## src/rtl/ec_pkg.sv

```systemverilog
package ec_pkg;

    typedef enum logic [1:0] {
        SQ_IDLE,
        SQ_RD_ADDR,
        SQ_WR_ADDR,
        SQ_WR_DATA
    } seq_state_e;

    localparam logic [7:0] OP_READ      = 8'h80;
    localparam logic [7:0] OP_WRITE     = 8'h81;
    localparam logic [7:0] OP_BURST_ON  = 8'h82;
    localparam logic [7:0] OP_BURST_OFF = 8'h83;
    localparam logic [7:0] OP_QUERY     = 8'h84;

    localparam logic [7:0] BURST_ACK    = 8'h90;
    localparam logic [7:0] QUERY_EMPTY  = 8'h00;

    localparam logic [1:0] PORT_DATA = 2'd0;
    localparam logic [1:0] PORT_CMD  = 2'd1;
    localparam logic [1:0] PORT_ICR  = 2'd2;

    localparam int STS_OBF   = 0;
    localparam int STS_IBF   = 1;
    localparam int STS_CMD   = 3;
    localparam int STS_BURST = 4;

endpackage

```

## src/rtl/ec_input_buffer.sv

```systemverilog
module ec_input_buffer #(
    parameter int LATENCY = 4,
    parameter int DW      = 8
) (
    input  logic          clk,
    input  logic          rst_n,
    input  logic          wr_en,
    input  logic          wr_cmd,
    input  logic [DW-1:0] wr_byte,
    input  logic          burst,
    output logic          full,
    output logic          held_cmd,
    output logic          use_vld,
    output logic [DW-1:0] use_byte,
    output logic          use_cmd
);
    localparam int CW = (LATENCY > 1) ? $clog2(LATENCY) : 1;

    typedef struct packed {
        logic          full;
        logic          cmd;
        logic [DW-1:0] data;
        logic [CW-1:0] cnt;
    } ib_t;

    ib_t ib_d, ib_q;

    always_comb begin
        ib_d    = ib_q;
        use_vld = 1'b0;
        if (wr_en) begin
            // a fresh host byte always replaces a pending one
            ib_d.full = 1'b1;
            ib_d.cmd  = wr_cmd;
            ib_d.data = wr_byte;
            ib_d.cnt  = burst ? '0 : CW'(LATENCY - 1);
        end else if (ib_q.full) begin
            if (ib_q.cnt == '0) begin
                use_vld   = 1'b1;
                ib_d.full = 1'b0;
            end else begin
                ib_d.cnt = ib_q.cnt - 1'b1;
            end
        end
    end

    always_ff @(posedge clk or negedge rst_n) begin
        if (!rst_n) ib_q <= '0;
        else        ib_q <= ib_d;
    end

    assign full     = ib_q.full;
    assign held_cmd = ib_q.cmd;
    assign use_byte = ib_q.data;
    assign use_cmd  = ib_q.cmd;

endmodule

```

## src/rtl/ec_output_buffer.sv

```systemverilog
module ec_output_buffer #(
    parameter int DW = 8
) (
    input  logic          clk,
    input  logic          rst_n,
    input  logic          load,
    input  logic [DW-1:0] load_byte,
    input  logic          take,
    output logic          full,
    output logic [DW-1:0] data
);
    typedef struct packed {
        logic          full;
        logic [DW-1:0] data;
    } ob_t;

    ob_t ob_d, ob_q;

    always_comb begin
        ob_d = ob_q;
        if (load) begin
            ob_d.full = 1'b1;
            ob_d.data = load_byte;
        end else if (take) begin
            ob_d.full = 1'b0;
        end
    end

    always_ff @(posedge clk or negedge rst_n) begin
        if (!rst_n) ob_q <= '0;
        else        ob_q <= ob_d;
    end

    assign full = ob_q.full;
    assign data = ob_q.data;

endmodule

```

## src/rtl/ec_sequencer.sv

```systemverilog
module ec_sequencer
    import ec_pkg::*;
#(
    parameter int DW = 8,
    parameter int AW = 8
) (
    input  logic          clk,
    input  logic          rst_n,
    input  logic          use_vld,
    input  logic [DW-1:0] use_byte,
    input  logic          use_cmd,
    input  logic [DW-1:0] reg_rdata,
    output logic          reg_rd,
    output logic          reg_wr,
    output logic [AW-1:0] reg_addr,
    output logic [DW-1:0] reg_wdata,
    output logic          ob_load,
    output logic [DW-1:0] ob_byte,
    output logic          burst
);
    typedef struct packed {
        seq_state_e    st;
        logic [AW-1:0] addr;
        logic          burst;
    } sq_t;

    sq_t sq_d, sq_q;

    always_comb begin
        sq_d      = sq_q;
        reg_rd    = 1'b0;
        reg_wr    = 1'b0;
        ob_load   = 1'b0;
        ob_byte   = reg_rdata;
        reg_addr  = (sq_q.st == SQ_WR_DATA) ? sq_q.addr : AW'(use_byte);
        reg_wdata = use_byte;
        if (use_vld && use_cmd) begin
            // any command restarts the sequencer
            sq_d.st = SQ_IDLE;
            unique case (use_byte)
                OP_READ:      sq_d.st = SQ_RD_ADDR;
                OP_WRITE:     sq_d.st = SQ_WR_ADDR;
                OP_BURST_ON: begin
                    sq_d.burst = 1'b1;
                    ob_load    = 1'b1;
                    ob_byte    = BURST_ACK;
                end
                OP_BURST_OFF: sq_d.burst = 1'b0;
                OP_QUERY: begin
                    ob_load = 1'b1;
                    ob_byte = QUERY_EMPTY;
                end
                default: ;
            endcase
        end else if (use_vld) begin
            unique case (sq_q.st)
                SQ_RD_ADDR: begin
                    reg_rd  = 1'b1;
                    ob_load = 1'b1;
                    sq_d.st = SQ_IDLE;
                end
                SQ_WR_ADDR: begin
                    sq_d.addr = AW'(use_byte);
                    sq_d.st   = SQ_WR_DATA;
                end
                SQ_WR_DATA: begin
                    reg_wr  = 1'b1;
                    sq_d.st = SQ_IDLE;
                end
                default: ;
            endcase
        end
    end

    always_ff @(posedge clk or negedge rst_n) begin
        if (!rst_n) sq_q <= '{st: SQ_IDLE, addr: '0, burst: 1'b0};
        else        sq_q <= sq_d;
    end

    assign burst = sq_q.burst;

endmodule

```

## src/rtl/ec_host_port.sv

```systemverilog
module ec_host_port
    import ec_pkg::*;
#(
    parameter int IBF_LATENCY = 4,
    parameter int DW          = 8,
    parameter int AW          = 8
) (
    input  logic          clk,
    input  logic          rst_n,
    input  logic [1:0]    host_addr,
    input  logic          host_wr,
    input  logic          host_rd,
    input  logic [DW-1:0] host_wdata,
    output logic [DW-1:0] host_rdata,
    output logic [AW-1:0] reg_addr,
    output logic          reg_wr,
    output logic          reg_rd,
    output logic [DW-1:0] reg_wdata,
    input  logic [DW-1:0] reg_rdata
);
    logic          ib_wr, ibf, ib_cmd, use_vld, use_cmd;
    logic [DW-1:0] use_byte;
    logic          ob_load, ob_take, obf, burst;
    logic [DW-1:0] ob_byte, ob_data;
    logic [DW-1:0] icr_d, icr_q;
    logic [DW-1:0] sts;

    assign ib_wr   = host_wr && (host_addr == PORT_DATA || host_addr == PORT_CMD);
    assign ob_take = host_rd && (host_addr == PORT_DATA);

    ec_input_buffer #(.LATENCY(IBF_LATENCY), .DW(DW)) u_ib (
        .clk      (clk),
        .rst_n    (rst_n),
        .wr_en    (ib_wr),
        .wr_cmd   (host_addr == PORT_CMD),
        .wr_byte  (host_wdata),
        .burst    (burst),
        .full     (ibf),
        .held_cmd (ib_cmd),
        .use_vld  (use_vld),
        .use_byte (use_byte),
        .use_cmd  (use_cmd)
    );

    ec_sequencer #(.DW(DW), .AW(AW)) u_seq (
        .clk       (clk),
        .rst_n     (rst_n),
        .use_vld   (use_vld),
        .use_byte  (use_byte),
        .use_cmd   (use_cmd),
        .reg_rdata (reg_rdata),
        .reg_rd    (reg_rd),
        .reg_wr    (reg_wr),
        .reg_addr  (reg_addr),
        .reg_wdata (reg_wdata),
        .ob_load   (ob_load),
        .ob_byte   (ob_byte),
        .burst     (burst)
    );

    ec_output_buffer #(.DW(DW)) u_ob (
        .clk       (clk),
        .rst_n     (rst_n),
        .load      (ob_load),
        .load_byte (ob_byte),
        .take      (ob_take),
        .full      (obf),
        .data      (ob_data)
    );

    always_comb begin
        icr_d = icr_q;
        if (host_wr && host_addr == PORT_ICR) icr_d = host_wdata;
    end

    always_ff @(posedge clk or negedge rst_n) begin
        if (!rst_n) icr_q <= '0;
        else        icr_q <= icr_d;
    end

    always_comb begin
        sts            = '0;
        sts[STS_OBF]   = obf;
        sts[STS_IBF]   = ibf;
        sts[STS_CMD]   = ib_cmd;
        sts[STS_BURST] = burst;
    end

    always_comb begin
        unique case (host_addr)
            PORT_DATA: host_rdata = ob_data;
            PORT_CMD:  host_rdata = sts;
            PORT_ICR:  host_rdata = icr_q;
            default:   host_rdata = '0;
        endcase
    end

endmodule

```

## config.mk

```make
export PLATFORM = sky130hd
export DESIGN_NAME = ec_host_port
export DESIGN_NICKNAME = d
export VERILOG_FILES = /design/src/rtl/ec_pkg.sv /design/src/rtl/ec_input_buffer.sv /design/src/rtl/ec_output_buffer.sv /design/src/rtl/ec_sequencer.sv /design/src/rtl/ec_host_port.sv
export SDC_FILE = /design/constraint.sdc
export NUM_CORES = 1
export LEC_CHECK = 0
export BUFFER_PORTS_ARGS = -buffer_cell sky130_fd_sc_hd__buf_4
export CAP_MARGIN = 20
export CORE_ASPECT_RATIO = 1.1
export CORE_MARGIN = 2
export CORE_UTILIZATION = 55
export CTS_CLUSTER_SIZE = 14
export DETAILED_ROUTE_END_ITERATION = 12
export HOLD_SLACK_MARGIN = 0.08
export MAX_ROUTING_LAYER = met4
export PLACE_DENSITY = 0.83
export SYNTH_ARGS = -nofsm -noshare
export SYNTH_HDL_FRONTEND = slang
export SYNTH_SLANG_ARGS = --single-unit
```

## constraint.sdc

```tcl
create_clock -name clk -period 4.9 [get_ports clk]
set_input_delay 0.49 -clock clk [delete_from_list [all_inputs] [get_ports clk]]
set_output_delay 0.49 -clock clk [all_outputs]
set_load 0.01 [all_outputs]
```

# --- Word level (Yosys, flattened, before mapping) ---
# Index checks and enable logic that the tools add are counted.
totals:
  ff_bits: 40
  inputBits: 22
  word_cells: 71
classes:
  add_sub_neg: 1
  n_eq_ne: 11
  mux: 30
  bitwise_logic: 1
  reduce_logical: 18
ops:
  columns: ["op", "n"]
  rows:
  - ["8-bit equality test (second input constant)", 5]
  - ["8-bit 2-to-1 mux", 3]
  - ["8-bit case mux with 3 select lines", 1]
  - ["1-bit 2-to-1 mux", 16]
  - ["8-bit case mux with 2 select lines", 1]
  - ["10-bit 2-to-1 mux", 1]
  - ["2-bit 2-to-1 mux", 5]
  - ["2-bit case mux with 2 select lines", 2]
  - ["2-bit nonzero test", 4]
  - ["2-bit equality test (second input constant)", 3]
  - ["2-bit AND reduction", 3]
  - ["2-bit by 1-bit equality test with 1-bit output (second input constant)", 2]
  - ["1-bit logical AND", 4]
  - ["2-bit logical NOT", 2]
  - ["2-bit OR reduction", 2]
  - ["3-bit AND reduction", 1]
  - ["3-bit nonzero test", 1]
  - ["2-bit != test (second input constant)", 1]
  - ["1-bit case mux with 2 select lines", 1]
  - ["2-bit by 1-bit subtractor with 2-bit output (second input constant)", 1]
  - ["1-bit logical OR", 1]
  - ["1-bit inverter", 1]

# --- Depth between registers and ports, before layout ---
depth:
  ltp_word: 7
  mapped_depth: 8

# --- Hierarchy ---
# A second synthesis with hierarchy kept.
hier_totals:
  hier_cells: 176
  area_unflattened_um2: 2329.7
modules_own_cells:
  columns: ["module", "n_inst", "cells_per_inst", "area_each_um2", "seq_area_each_um2"]
  rows:
  - ["ec_sequencer", 1, 73, 825.8, 275.3]
  - ["ec_input_buffer", 1, 45, 624.3, 300.3]
  - ["ec_host_port", 1, 38, 510.5, 200.2]
  - ["ec_output_buffer", 1, 20, 369.1, 225.2]

# --- Worst setup path after synthesis ---
# No wires, ideal clock.
synth_path:
  path_type: "register -> output"
  from: "reg u_ib.ib_q[0] (netlist bit)"
  to: "out reg_rd"
  arrival_time_ps: 1519
  t_required_ps: 4410
  path_slack_ps: 2891
  path_stages_with_launch: 7
  n_path_buf: 1
  cell_sequence: "dfrtp_1 > inv_1 > ha_1 > nand2_1 > or4_1 > inv_2 > buf_2"
synth_between:
  elab_chain_cells: 6
  word_cells_on_any_way: 7
  cone_classes: "mux (5); reduce/logical (2)"
synth_lines:
  columns: ["element", "line", "text"]
  rows:
  - ["start: declaration", "ec_input_buffer.sv:26", "ib_t ib_d, ib_q;"]
  - ["start signal: assignment", "ec_input_buffer.sv:49", "else ib_q <= ib_d;"]
  - ["2-bit logical NOT *", "ec_input_buffer.sv:38", "if (ib_q.cnt == '0) begin"]
  - ["1-bit 2-to-1 mux *", "ec_input_buffer.sv:38", null]
  - ["1-bit 2-to-1 mux *", "ec_input_buffer.sv:37", "end else if (ib_q.full) begin"]
  - ["1-bit 2-to-1 mux *", "ec_input_buffer.sv:31", "if (wr_en) begin"]
  - ["1-bit 2-to-1 mux / 1-bit logical AND (equally long branches)", "ec_sequencer.sv:55, ec_sequencer.sv:37", null]
  - ["1-bit 2-to-1 mux *", "ec_sequencer.sv:37", "if (use_vld && use_cmd) begin"]
  - ["end: declaration", "ec_host_port.sv:17", "output logic reg_rd,"]
# Mark *: on every way between the ends. The rest lies on a longest branch, timed or not.

# --- Worst setup path in the final report ---
# Ends and elaborated chain as after synthesis.

==> impl_results.md <==
* Post-Route Skew at 7.64 ps
* Clock tree root driver cell: sky130_fd_sc_hd__clkbuf_8
* Post-layout net count at 255
* Kind of launch point of the worst setup path: flip-flop
* Post-detailed-placement cell area at 2340 µm²
* Pins over their slew limit at 0
* Area of the multi-input gates at 906 µm²
* Chip width at 61.8 µm
* Worst Path Max Fanout at 13
* Overall die height at 67.5 µm
* Post-DP HPWL at 3.06 mm
* Synthesized area divided by synthesized cell count at 10.5 µm²
* Transition time at the pin with the least slew margin at 733 ps
* Syn_nets at 216
* Rel. slew slack at 51.0%
* Post-synthesis cell area at 2020 µm²
* Detailed-route via count at 1,528
* Flop and latch count out of synthesis at 40
* Ranking of synthesized cells by area: sky130_fd_sc_hd__dfrtp_1 50%, sky130_fd_sc_hd__mux2_2 13%, sky130_fd_sc_hd__nand2_1 7.6%
* Fraction of synthesis flops using an asynchronous set or reset pin at 100%
* Final cycle utilization of the critical path at 51.7%
* I/O Pins at 48
* Setup WS post-layout at 2370 ps
* Effective utilization at floorplan at 56.6%
* Total power density per cell area at 424 nW/µm²
* Sequential cell area in the final layout at 1000 µm²
* Top cell type by total area after synthesis: sky130_fd_sc_hd__dfrtp_1
* Global-route wire length before repair at 6.82 mm
* Antenna Diode Count at 0
* Num rows at 23
* Congestion Overflow GR at 0
* FILL cells at 294
* Type of the setup path with the least slack: reg -> out
* Post-Synth Simple-Gate Area at 16.9%
* Fraction of final layout cells sized beyond drive strength 1 at 36.1%
* Result of the run: completed
* Global-route usage over all layers at 23.7%
* Total of buffers placed on input and output ports at 47
* Maximum number of pins on one net before global-route repair at 41
* Max capacitance violation total at 0
* Final total negative setup slack at 0 ps
* Seq/Total Area, Yosys at 49.6%
* Hold-fix buffers at CTS at 0
* Main combinational cell family by area after synthesis: multiplexers
* Routed Antenna Nets at 0
* Post-route minimum period at 2530 ps
* Leading cell type by number of instances after synthesis: sky130_fd_sc_hd__nand2_1
* Number of endpoints with negative hold slack in the final report at 0
* Clock edge transition at the registers on the reported setup and hold paths at 80 ps
* Classification of the worst-slack hold path: in -> async
* Cell area after layout at 2470 µm²
* Source-to-sink clock delay at the later pin of the worst-skew pair at 300 ps
* Cells resized by post-CTS repair at 0
* Fmax at 395 MHz
* Drt initial violations at 109
* Synth cell types at 36
* DRC viols at 0
* Power consumption at 0.00105 W
* Die area at 4170 µm²
* Top cell type's share of synthesized area at 49.6%
* Pre-antenna DRT Iters at 4
* Cell types with the highest counts after synthesis: 41 x sky130_fd_sc_hd__nand2_1, 40 x sky130_fd_sc_hd__dfrtp_1, 24 x sky130_fd_sc_hd__mux2_2
* Post CTS Setup Buffer Count at 0
* Number of warning messages in the yosys log at 0
* Leakage at 1.22 nW
* Element type at the critical path end: output pin
* Vias per Instance at 5.40
* Total clock buffers created by CTS at 5
* Antenna violations before repair at 0
* Data arrival time of the worst path at 2040 ps
* Number of H-tree levels at 2
* Final-layout worst hold slack at 161 ps
* Mapped Cells at 193
* Final setup viols at 0
* Number of global-route vias before repair at 1,412
* Maximum number of buffers from clock root to sink at 2
* Number of flops mapped to enable cells by yosys at 0
* Number of sinks on the clock net at 40
* Worst path required time at 4410 ps
* DRT Wirelength at 4.20 mm
* RSZ-0062 raised after global routing: no
* Final weighted congestion of routability-driven global placement at 0.886
* Compound-Gate Fraction of Synth Area at 8.12%
* Xor and xnor area share after synthesis at 0.434%
* Area growth from synthesis to layout at 22.4%
* CTS tree: yes
* Core outline area at 3570 µm²
* Wire length per cell after detailed routing at 14.8 µm
* Adder and majority gate portion of the synthesized area at 0.620%
* Fraction of synthesized area in multiplexers at 18.8%
* Worst setup timing slack at the placement stage at 2420 ps
* Prevailing post-synth register cell: sky130_fd_sc_hd__dfrtp_1
* Max VDD drop at 0.000207 V
## critical path: stages (launching register included)
cell and delay (ps):
sky130_fd_sc_hd__dfrtp_1 360, sky130_fd_sc_hd__inv_1 80, sky130_fd_sc_hd__ha_1 220, sky130_fd_sc_hd__nand2_1 110, sky130_fd_sc_hd__or4_1 550, sky130_fd_sc_hd__inv_2 240
sky130_fd_sc_hd__buf_4 170
## cells by family after synthesis
family | Yosys count
adder cells (fa/ha/maj) | 1
multiplexers | 35
flip-flops | 40
AND/OR/NAND/NOR | 71
buffers and inverters | 21
XOR/XNOR | 1
AO/OA/AOI/OAI | 24
## flip-flops by register name (all words and copies together) (netlist names)
| name | count |
|---|---|
| u_ib.ib_q | 2 |
| u_ib.use_byte | 8 |
| u_ob.full | 1 |
| u_ob.data | 8 |
| u_ib.full | 1 |
| u_ib.held_cmd | 1 |
| icr_q | 8 |
| u_seq.burst | 1 |
| u_seq.sq_q | 10 |
## cells in the final DEF (no fill, tap or decap), drive strengths merged, types with 3 or more instances in the layout
cell type	Yosys	final
nor2	11	11
nand2	41	41
inv	6	6
mux2i	11	11
a21oi	4	4
o31ai	4	4
buf	11	47
dfrtp	40	40
nor2b	3	3
nand2b	4	4
mux2	24	24
clkbuf	4	7
o21ai	6	6
## per-layer routing
metal | vias up | track usage (%) | part of all wire [%] | routed length, µm
met5 | - | - | 0 | 0
met1 | 757 | 31.7 | 44 | 1830
met4 | 0 | 11.2 | 2.2 | 94
met2 | 35 | 34.3 | 50 | 2110
met3 | 8 | 4.79 | 4.0 | 169
li1 | 728 | - | - | -
## metrics by stage
step	util, %	instances
6_report	69.2	283
5_1_grt	69.2	283
4_1_cts	69.2	283
3_5_place_dp	65.7	275
3_3_place_gp	65.7	275
2_1_floorplan	-	193
## worst paths after layout
| path | cells past startpoint | slack, ps | from | to |
|---|---|---|---|---|
| worst max-delay path | 6 | 2370 | u_ib.ib_q[0] | reg_rd |
| worst min-delay path | 1 | 160 | rst_n | u_ob.data[3] |
| worst max register to register | 7 | 2920 | u_ib.ib_q[0] | u_ob.data[6] |
| worst min register to register | 1 | 510 | u_seq.sq_q[2] | u_seq.sq_q[2] |
| max in group asynchronous | 1 | 4400 | rst_n | icr_q[4] |
| min in group clk | 3 | 390 | host_wdata[5] | u_ib.use_byte[5] |
## where the power goes
| group | switching [W] | internal (W) | leakage [nW] |
|---|---|---|---|
| Combinational | 0.000138 | 0.000146 | 0.651 |
| Clock | 0.000115 | 0.000180 | 0.0645 |
| Sequential | 0.0000631 | 0.000407 | 0.501 |
| Total | 0.000316 | 0.000733 | 1.22 |
## cell type report
class | count | share of cell area, %
sequential | 40 | 40.5
multi-input combinational | 132 | 36.7
timing repair buffer | 47 | 14.3
clock buffer | 7 | 3.90
tap | 50 | 2.53
clock inverter | 1 | 1.22
inverter | 6 | 0.911
(Power assumes the default switching activity.)
